## config.mk

```make
export PLATFORM = sky130hd
export DESIGN_NAME = bundle_expander
export DESIGN_NICKNAME = d
export VERILOG_FILES = /design/src/rtl/bundle_pkg.sv /design/src/rtl/bundle_ctl.sv /design/src/rtl/bundle_dp.sv /design/src/rtl/bundle_expander.sv
export SDC_FILE = /design/constraint.sdc
export NUM_CORES = 1
export LEC_CHECK = 0
export BUFFER_PORTS_ARGS = -buffer_cell sky130_fd_sc_hd__clkbuf_2
export CAP_MARGIN = 20
export CORE_ASPECT_RATIO = 0.75
export CORE_MARGIN = 8
export CORE_UTILIZATION = 34
export CTS_BUF_LIST = sky130_fd_sc_hd__clkbuf_4
export DETAILED_ROUTE_END_ITERATION = 6
export PLACE_DENSITY_LB_ADDON = 0.15
export SLEW_MARGIN = 15
export SYNTH_ARGS = -nofsm -noshare
export SYNTH_HDL_FRONTEND = slang
export SYNTH_SLANG_ARGS = --single-unit
```

## constraint.sdc

```tcl
create_clock -name clk -period 2.2 [get_ports clk]
set_clock_uncertainty 0.15 [all_clocks]
set_input_delay 0.22 -clock clk [delete_from_list [all_inputs] [get_ports clk]]
set_output_delay 0.22 -clock clk [all_outputs]
set_load 0.02 [all_outputs]
```

## src/rtl/bundle_pkg.sv

```systemverilog
package bundle_pkg;
  localparam int OP_W       = 40;
  localparam int SLOTS      = 6;
  localparam int UNIV       = 2;
  localparam int GEN        = SLOTS - UNIV;
  localparam int TAIL_BIT   = OP_W - 1;
  localparam int TYPE_HI    = OP_W - 2;
  localparam int TYPE_LO    = OP_W - 3;
  localparam int SLOT_IDX_W = $clog2(SLOTS);
  localparam logic [1:0] MEM_CODE = 2'b10;

  // strobes from control to datapath
  typedef struct packed {
    logic                  wrEn;
    logic [SLOT_IDX_W-1:0] wrSlot;
    logic                  loadOut;
  } ctlStrobe_t;
endpackage

```

## src/rtl/bundle_ctl.sv

```systemverilog
module bundle_ctl
  import bundle_pkg::*;
(
  input  logic       clk,
  input  logic       rstN,
  input  logic       inValid,
  input  logic [1:0] opType,
  input  logic       opTail,
  input  logic       outReady,
  output logic       inReady,
  output logic       outValid,
  output logic       errFlag,
  output ctlStrobe_t strobe
);
  localparam int GCW = $clog2(GEN + 1);
  localparam int UCW = $clog2(UNIV + 1);
  localparam logic [GCW-1:0] GEN_L  = GCW'(GEN);
  localparam logic [UCW-1:0] UNIV_L = UCW'(UNIV);

  logic [GCW-1:0] genCnt;
  logic [UCW-1:0] univCnt;
  logic accept, isMem, useGen, fits;
  logic [SLOT_IDX_W-1:0] slotSel;

  assign inReady = !outValid || outReady;

  always_comb begin
    accept = inValid && inReady;
    isMem  = (opType == MEM_CODE);
    useGen = !isMem && (genCnt < GEN_L);
    fits   = useGen || (univCnt < UNIV_L);
    if (useGen) slotSel = SLOT_IDX_W'(genCnt);
    else        slotSel = SLOT_IDX_W'(GEN) + SLOT_IDX_W'(univCnt);
    strobe.wrEn    = accept && fits;
    strobe.wrSlot  = slotSel;
    strobe.loadOut = accept && opTail;
  end

  always_ff @(posedge clk or negedge rstN) begin
    if (!rstN) begin
      genCnt   <= '0;
      univCnt  <= '0;
      outValid <= 1'b0;
      errFlag  <= 1'b0;
    end else begin
      if (strobe.loadOut) begin
        genCnt  <= '0;
        univCnt <= '0;
      end else if (strobe.wrEn) begin
        if (useGen) genCnt  <= genCnt + 1'b1;
        else        univCnt <= univCnt + 1'b1;
      end
      if (strobe.loadOut)  outValid <= 1'b1;
      else if (outReady)   outValid <= 1'b0;
      if (accept && !fits) errFlag  <= 1'b1;
    end
  end

  assert_err_sticky_R6: assert property (@(posedge clk) disable iff (!rstN)
    errFlag |=> errFlag);
  assert_count_limit_R6: assert property (@(posedge clk) disable iff (!rstN)
    (genCnt <= GEN_L) && (univCnt <= UNIV_L));
  assert_hold_valid_R7: assert property (@(posedge clk) disable iff (!rstN)
    (outValid && !outReady) |=> outValid);
endmodule

```

## src/rtl/bundle_dp.sv

```systemverilog
module bundle_dp
  import bundle_pkg::*;
(
  input  logic                  clk,
  input  logic                  rstN,
  input  ctlStrobe_t            strobe,
  input  logic [OP_W-1:0]       inOp,
  output logic [SLOTS*OP_W-1:0] outSlots,
  output logic [SLOTS-1:0]      outSlotValid
);
  for (genvar g = 0; g < SLOTS; g++) begin : gLane
    logic [OP_W-1:0] accOp, nextOp, outOp;
    logic            accVld, nextVld, wrHit;

    always_comb begin
      wrHit   = strobe.wrEn && (strobe.wrSlot == SLOT_IDX_W'(g));
      nextOp  = wrHit ? inOp : accOp;
      nextVld = wrHit || accVld;
    end

    always_ff @(posedge clk or negedge rstN) begin
      if (!rstN) begin
        accOp           <= '0;
        accVld          <= 1'b0;
        outOp           <= '0;
        outSlotValid[g] <= 1'b0;
      end else if (strobe.loadOut) begin
        outOp           <= nextOp;
        outSlotValid[g] <= nextVld;
        accOp           <= '0;
        accVld          <= 1'b0;
      end else begin
        accOp  <= nextOp;
        accVld <= nextVld;
      end
    end

    assign outSlots[g*OP_W +: OP_W] = outOp;
  end
endmodule

```

## src/rtl/bundle_expander.sv

```systemverilog
module bundle_expander
  import bundle_pkg::*;
(
  input  logic                  clk,
  input  logic                  rstN,
  input  logic                  inValid,
  input  logic [OP_W-1:0]       inOp,
  output logic                  inReady,
  input  logic                  outReady,
  output logic                  outValid,
  output logic [SLOTS*OP_W-1:0] outSlots,
  output logic [SLOTS-1:0]      outSlotValid,
  output logic                  errFlag
);
  ctlStrobe_t strobe;

  bundle_ctl uCtl (
    .clk      (clk),
    .rstN     (rstN),
    .inValid  (inValid),
    .opType   (inOp[TYPE_HI:TYPE_LO]),
    .opTail   (inOp[TAIL_BIT]),
    .outReady (outReady),
    .inReady  (inReady),
    .outValid (outValid),
    .errFlag  (errFlag),
    .strobe   (strobe)
  );

  bundle_dp uDp (
    .clk          (clk),
    .rstN         (rstN),
    .strobe       (strobe),
    .inOp         (inOp),
    .outSlots     (outSlots),
    .outSlotValid (outSlotValid)
  );

  logic [GEN-1:0]  genVld;
  logic [UNIV-1:0] univVld;
  assign genVld  = outSlotValid[GEN-1:0];
  assign univVld = outSlotValid[SLOTS-1:GEN];

  // general lanes fill from lane 0 without holes
  assert_gen_prefix_R4: assert property (@(posedge clk) disable iff (!rstN)
    outValid |-> (((genVld + 1'b1) & genVld) == '0));
  // universal lanes are handed out in order
  assert_univ_prefix_R3: assert property (@(posedge clk) disable iff (!rstN)
    outValid |-> (((univVld + 1'b1) & univVld) == '0));
  // held word stays put
  assert_hold_stable_R7: assert property (@(posedge clk) disable iff (!rstN)
    (outValid && !outReady) |=> ($stable(outSlots) && $stable(outSlotValid)));

  for (genvar g = 0; g < SLOTS; g++) begin : gChk
    assert_nop_zero_R5: assert property (@(posedge clk) disable iff (!rstN)
      !outSlotValid[g] |-> (outSlots[g*OP_W +: OP_W] == '0));
    if (g < GEN) begin : gGen
      assert_no_mem_general_R3: assert property (@(posedge clk) disable iff (!rstN)
        (outValid && outSlotValid[g]) |->
        (outSlots[g*OP_W + TYPE_HI -: 2] != MEM_CODE));
    end
  end
endmodule

```

==> metrics.cfg, run 1 <==
[clock_tree]
cts-root-buf = clkbuf_4
cts_sinks = 499
clkLatencyLatePin_ns = 0.90
htreeDepth = 4
cts_tree = done
clk_pin_slew_worst_paths_ns = 0.06
numCtsBuffers = 133
cts_buffer_depth = 3

[global_route]
track_usage_pct = 17.42
grt_overflow = 0
grt_pass1_wl_um = 90020
antenna_found_initial = 2
grt_pass1_vias = 14990
grt_start_max_net_pins = 111

[cells_and_area]
syn_to_final_growth_pct = 27.27
num-nets-final = 2211
layout_commonest_cell = dfrtp_1
stdcell_area_um2 = 24840
mostFrequentLayoutCells = dfrtp_1, clkbuf_2, o21ai_0
post-route-util_pct = 43.54
drive_gt1_share_pct = 26.48

[synthesis]
synth_area_leaders = dfrtp_1, mux2i_1, o21ai_0, nand2_1, a221o_1
synth_top_area_share_pct = 63.97
synth_area_um2 = 19520
yosys_warnings = 0
syn_inst = 1711
ys_seq_area_share_pct = 63.97
syn-num-nets = 1756
postSynth.asyncResetShare_pct = 100.0
ys_types = 40
synth_top_area_cell = dfrtp_1
synth-main-ff-cell = dfrtp_1
synth_edf_count = 0
yosys_register_bits = 499
syn_area_per_cell_um2 = 11.41

[critical_path]
cp_slowest_cell = dlygate4sd3_1
path_max_fanout = 21
cp_cell_sequence = dlygate4sd3_1 -> clkbuf_2 -> nor2b_1 -> dlygate4sd3_1 -> buf_4 -> nor3_4 -> buf_4 -> buf_12 -> mux2i_1 -> o21ai_0
max_stage_delay_ns = 0.55
worstSetupPathType = primary input to flop
crit_path_end_kind = flop
cp.required_ns = 2.80
critPathLaunchType = primary input
worst_ep_arrival_time_ns = 2.83

[outcome]
run_status = finished, violations left
violations = setup timing

[drt]
wl_per_cell_um = 19.03
vias = 14630
drc_errors = 0
drt-pass1-iter-count = 5
drt_iter0_drc = 844
vias_per_cell = 4.899
routed_wirelength_um = 56810
ant_nets = 0

[power]
powerDensity_nw_per_um2 = 1016
vdd_drop_max_v = 0.0005611
leakage_nw = 13.21

[floorplan]
die_w_um = 292.7
die_area_um2 = 65410
initial_core_util_pct = 34.21
fp-row-count = 76
io_pins = 293
design.core.area_um2 = 57050
fp.dieH_um = 223.5

[hold_path]
min_path_type = primary input to flop

[placement]
io_buffers = 292
gp_congestion = 0.7689
placed_area_um2 = 22080
place_hpwl_um = 36150

[sta]
drv_slew = 0
fin_setup_tns_ns = -0.03673
report.final.setup_viol = 2
hold_viol_final = 0
min_period_ns = 2.233
fin_crit_sh_pct = 101.5
max_freq_ghz = 0.4478
worstMarginPinSlew_ns = 0.5623
max_slew_margin_pct = 61.54
worst_slack_ns = -0.03333

[flow_run]
drv_cap = 0

worst paths after layout:
| path | start | endpoint | slack (ns) | cells after the start |
|---|---|---|---|---|
| worst max-delay path | inOp[38] | uDp.gLane[3].outOp[17]$_DFFE_PN0P_ | -0.03 | 10 |
| worst min-delay path | inOp[6] | uDp.gLane[4].outOp[6]$_DFFE_PN0P_ | 0.16 | 3 |
| worst max register to register | uCtl.outValid$_DFFE_PN0P_ | uDp.gLane[4].outOp[25]$_DFFE_PN0P_ | 0.13 | 7 |
| worst min register to register | uDp.gLane[2].outOp[3]$_DFFE_PN0P_ | uDp.gLane[2].outOp[3]$_DFFE_PN0P_ | 0.32 | 2 |
| max in group asynchronous | rstN | uDp.gLane[1].accOp[38]$_DFF_PN0_ | 0.78 | 6 |
| min in group asynchronous | rstN | uDp.gLane[3].accOp[8]$_DFF_PN0_ | 0.36 | 4 |
state kept, by name, summed over array words and instances, names as in the netlist:
signal and count:
uDp.outSlotValid 6, uDp.gLane.accOp 240, uCtl.univCnt 2, uCtl.outValid 1, uCtl.errFlag 1, uDp.gLane.outOp 240
uCtl.genCnt 3, uDp.gLane.accVld 6
metal layers:
layer	GRT usage, %	vias up	part of all wire [%]
met3	4.827	71	6.0
met4	6.451	0	1.9
met1	24.28	7239	47
met2	25.78	377	45
met5	0	-	0
li1	-	6941	-
where the power goes:
part           switching [W]  internal, W  total, W  leakage (nW)
clock                0.00382      0.00456   0.00838         0.985
combinational        0.00333      0.00186   0.00519          5.46
sequential          0.000918       0.0107    0.0117          6.76
metrics by stage:
| stage | hold slack, ns | setup slack (ns) | cells | total power [W] |
|---|---|---|---|---|
| CTS | 0.004246 | 0.001898 | 2981 | 0.02568 |
| finish | 0.1623 | -0.03333 | 2986 | 0.02524 |
| floorplan | -0.2256 | 0.1391 | 1711 | 0.01462 |
| detailed placement | 0.01575 | -0.02839 | 2671 | 0.01694 |
| global route | 0.08616 | -0.001853 | 2986 | 0.02683 |
| global placement | 0.01168 | -0.007508 | 2671 | 0.01683 |
Yosys cell counts, types with 2 or more instances:
| master | count |
|---|---|
| nor4_1 | 2 |
| and3_1 | 79 |
| nand3_1 | 79 |
| nand2b_1 | 2 |
| mux2i_1 | 156 |
| o21ai_0 | 228 |
| buf_6 | 11 |
| clkbuf_1 | 55 |
| o21ai_1 | 20 |
| buf_2 | 63 |
| nor3_1 | 4 |
| a221o_1 | 76 |
| inv_1 | 2 |
| a31oi_1 | 6 |
| a22oi_1 | 2 |
| dfrtp_1 | 499 |
| nor2_1 | 176 |
| and4bb_2 | 2 |
| buf_4 | 14 |
| nand2_1 | 212 |
| a21oi_1 | 4 |
worst max-delay path: cells and delay by family:
kind / cells / cell delay, ns
and+or+nand+nor: 2 / 0.35
AOI/OAI and AO/OA: 1 / 0.10
muxes: 1 / 0.30
buffers and inverters: 6 / 1.81
what timing repair did:
item	in CTS	in global routing
pin swaps	0	1
buffers inserted	3	2
gates resized for setup	3	8
setup endpoints to repair	6	88
endpoints found under the hold margin	998	0
hold buffers	95	0
gates cloned	0	1
area by class of cell:
| cell class | instances | area (um^2) |
|---|---|---|
| Antenna cell | 2 | 5.005 |
| Clock buffer | 193 | 1449 |
| Clock inverter | 19 | 222.7 |
| Fill cell | 5493 | 32210 |
| Inverter | 3 | 18.77 |
| Multi-Input combinational cell | 1066 | 6342 |
| Sequential cell | 499 | 12490 |
| Tap cell | 741 | 927.1 |
| Timing Repair Buffer | 463 | 3390 |
kinds of logic after synthesis:
| group | after synthesis | share of synthesized area [%] |
|---|---|---|
| AND/OR/NAND/NOR | 564 | 12.82 |
| multiplexers | 157 | 8.058 |
| flip-flops | 499 | 63.97 |
| AO/OA/AOI/OAI | 344 | 11.15 |
| buffers and inverters | 146 | 3.930 |
| adder cells (fa/ha/maj) | 1 | 0.06409 |
No activity file was read; power rests on OpenSTA's default activity.
==> inputs of run 2 (changes only) <==
- REMOVE_ABC_BUFFERS: unset -> 1
==> metrics.cfg, run 2 (synthesized netlist as in run 1, its figures left out) <==
[outcome]
run_status = finished clean  ; was finished, violations left

[critical_path]
crit_path_end_kind = output pin  ; was flop
crit_path_end = inReady  ; was uDp.gLane[3].outOp[17]$_DFFE_PN0P_
cp.depth = 3  ; was 10
critPathLaunchType = flop  ; was primary input
r2r_start = uCtl.outValid$_DFFE_PN0P_  ; unchanged
path_max_fanout = 5  ; was 21
crit_path_start = uCtl.outValid$_DFFE_PN0P_  ; was inOp[38]
worstSetupPathType = flop to output pin  ; was primary input to flop
rr_worst_depth = 7  ; unchanged
cp.required_ns = 1.83  ; was 2.80 ns
max_stage_delay_ns = 0.35  ; was 0.55 ns
reg2reg_slack_ns = 0.05  ; was 0.13 ns
crit_family = flip-flops  ; was buffers and inverters
cp_slowest_cell = dfrtp_1  ; was dlygate4sd3_1
cp_cell_sequence = nor2b_4 -> clkinv_4 -> buf_4  ; was dlygate4sd3_1 -> clkbuf_2 -> nor2b_1 -> dlygate4sd3_1 -> buf_4 -> nor3_4 -> buf_4 -> buf_12 -> mux2i_1 -> o21ai_0
worst_ep_arrival_time_ns = 1.78  ; was 2.83 ns
crit_buf_inv = 2  ; was 6
r2r_end = uDp.gLane[5].outOp[29]$_DFFE_PN0P_  ; was uDp.gLane[4].outOp[25]$_DFFE_PN0P_

[floorplan]
io_pins = 293  ; unchanged
fp-row-count = 76  ; unchanged
die_w_um = 292.7  ; unchanged
initial_core_util_pct = 34.21  ; unchanged
die_area_um2 = 65410  ; unchanged
fp.dieH_um = 223.5  ; unchanged
design.core.area_um2 = 57050  ; unchanged

[cells_and_area]
stdcell_area_um2 = 25120  ; was 24,840 um^2
fillers = 5492  ; was 5,493
post-route-util_pct = 44.03  ; was 43.54%
reg_top3 = uDp.gLane.accOp (240), uDp.gLane.outOp (240)  ; unchanged
num-nets-final = 2240  ; was 2,211
syn_to_final_growth_pct = 28.71  ; was 27.27%
layout_commonest_cell = dfrtp_1  ; unchanged
mostFrequentLayoutCells = dfrtp_1, clkbuf_2, o21ai_0  ; unchanged
drive_gt1_share_pct = 27.65  ; was 26.48%

[sta]
fin_crit_sh_pct = 97.95  ; was 101.5%
max_freq_ghz = 0.4641  ; was 0.4478 GHz
max_slew_margin_pct = 63.93  ; was 61.54%
drv_slew = 0  ; unchanged
worst_slack_ns = 0.04507  ; was -0.03333 ns
worstMarginPinSlew_ns = 0.5274  ; was 0.5623 ns
min_period_ns = 2.155  ; was 2.233 ns
hold_viol_final = 0  ; unchanged
report.final.setup_viol = 0  ; was 2
hold_ws_ns = 0.04338  ; was 0.1623 ns
rsz0062_at_grt = true

[global_route]
antenna_found_initial = 2  ; unchanged
grt_use_met2_pct = 26.20  ; was 25.78%
grt_pass1_vias = 15580  ; was 14,990
grt_use_met1_pct = 24.31  ; was 24.28%
grt_busiest_layer = met2  ; unchanged
grt_pass1_wl_um = 91330  ; was 90,020 um
grt_overflow = 0  ; unchanged
grt_use_met3_pct = 5.751  ; was 4.827%
track_usage_pct = 17.70  ; was 17.42%
grt_start_max_net_pins = 119  ; was 111

[placement]
dp_worst_setup_slack_ns = -0.1350  ; was -0.02839 ns
place_hpwl_um = 36490  ; was 36,150 um
gp_congestion = 0.7675  ; was 0.7689
placed_area_um2 = 22270  ; was 22,080 um^2
io_buffers = 292  ; unchanged

[power]
p_int_w = 0.01710  ; was 0.01717 W
power_switching_w = 0.008076  ; was 0.008070 W
swShare_pct = 32.08  ; was 31.98%
leakage_nw = 13.30  ; was 13.21 nW
p_comb_share_pct = 21.3  ; was 20.6%
power_frac_seq_pct = 46.3  ; was 46.2%
vdd_drop_max_v = 0.0005053  ; was 0.0005611 V
powerDensity_nw_per_um2 = 1002  ; was 1016 nW/um^2
power_frac_clock_pct = 32.4  ; was 33.2%

[hold_path]
min_path_type = primary input to flop  ; unchanged
hold_depth = 5  ; was 3

[clock_tree]
cts_sinks = 499  ; unchanged
numCtsBuffers = 134  ; was 133
cts-root-buf = clkbuf_4  ; unchanged
htreeDepth = 4  ; unchanged
clkLatencyLatePin_ns = 0.93  ; was 0.90 ns
clk_pin_slew_worst_paths_ns = 0.06  ; about the same
cts_tree = done  ; unchanged
cts_buffer_depth = 3  ; unchanged

[flow_run]
drv_cap = 0  ; unchanged

[drt]
vias = 14790  ; was 14,630
drc_errors = 0  ; unchanged
routed_wirelength_um = 58230  ; was 56,810 um
drt_iter0_drc = 980  ; was 844
vias_per_cell = 4.896  ; was 4.899
wl_per_cell_um = 19.28  ; was 19.03 um
ant_nets = 0  ; unchanged
drt-pass1-iter-count = 7  ; was 5

[run 2: changes by cell type in the layout (fill, tap and decap cells not counted), sizes merged]
cell,previous run,this run
clkbuf,485,489
buf,77,102
dlygate4sd3,94,96
clkinv,7,11
bufinv,5,3
diode,2,8
clkinvlp,4,2
inv,6,3
[run 2: layout make-up]
cell class                      instances  area [um^2]  share of cell area (%)
Clock buffer                          197         1479                   5.887
Multi-Input combinational cell       1066         6394                   25.45
Timing Repair Buffer                  490         3651                   14.53
Inverter                                3        16.27                 0.06475
Clock inverter                         15        142.6                  0.5678
Timing Repair inverter                  1        5.005                 0.01992
Sequential cell                       499        12490                   49.71
Tap cell                              741        927.1                   3.691
Antenna cell                            8        20.02                 0.07969
[run 2: per-stage QoR]
stage                     instances  total power, W  setup TNS, ns
after CTS                      3000         0.02554        -0.1537
after global placement         2689         0.01690        -0.5248
final                          3020         0.02518              0
after floorplan                1568         0.01456       -1466.06
after global routing           3020         0.02675        -0.4479
after detailed placement       2689         0.01701        -0.2047
[run 2: how the worst min path moves through the flow]
| stage | from | to | slack [ns] |
|---|---|---|---|
| 6_report | outReady | uCtl.outValid$_DFFE_PN0P_ | 0.04 |
| 5_1_grt | outReady | uCtl.outValid$_DFFE_PN0P_ | -0.02 |
| 4_1_cts | inOp[3] | uDp.gLane[4].accOp[3]$_DFF_PN0_ | 0.0004 |
| 3_5_place_dp | rstN | uDp.gLane[1].outOp[30]$_DFFE_PN0P_ | 0.03 |
| 3_3_place_gp | rstN | uDp.gLane[1].outOp[30]$_DFFE_PN0P_ | 0.03 |
| 2_1_floorplan | rstN | uCtl.errFlag$_DFFE_PN0P_ | -0.23 |
[run 2: what timing repair did]
action | in CTS | in global routing
gates cloned | 0 | 3
pin swaps | 1 | 0
endpoints found under the setup margin | 26 | 35
hold buffers | 97 | 0
gates resized for setup | 1 | 18
endpoints found under the hold margin | 996 | 0
setup buffers | 2 | 9
[run 2: per-layer routing]
metal  routed length, um  vias to the layer above
li1                    -                     7011
met4                1040                        0
met3                3736                       88
met1               27670                     7309
met5                   0                        -
met2               25780                      378
[run 2: power groups by stage]
stage / Sequential, W / Clock (W) / Combinational [W]
floorplan: 0.0126 / 0 / 0.00192
global placement: 0.0118 / 0 / 0.00513
detailed placement: 0.0118 / 0 / 0.00522
CTS: 0.0117 / 0.00852 / 0.00537
global route: 0.0118 / 0.00901 / 0.00592
finish: 0.0117 / 0.00815 / 0.00537
[run 2: worst min-delay path: cells and delay by family]
kind / cells / cell delay, ns
buffers and inverters: 3 / 0.75
and+or+nand+nor: 2 / 0.11
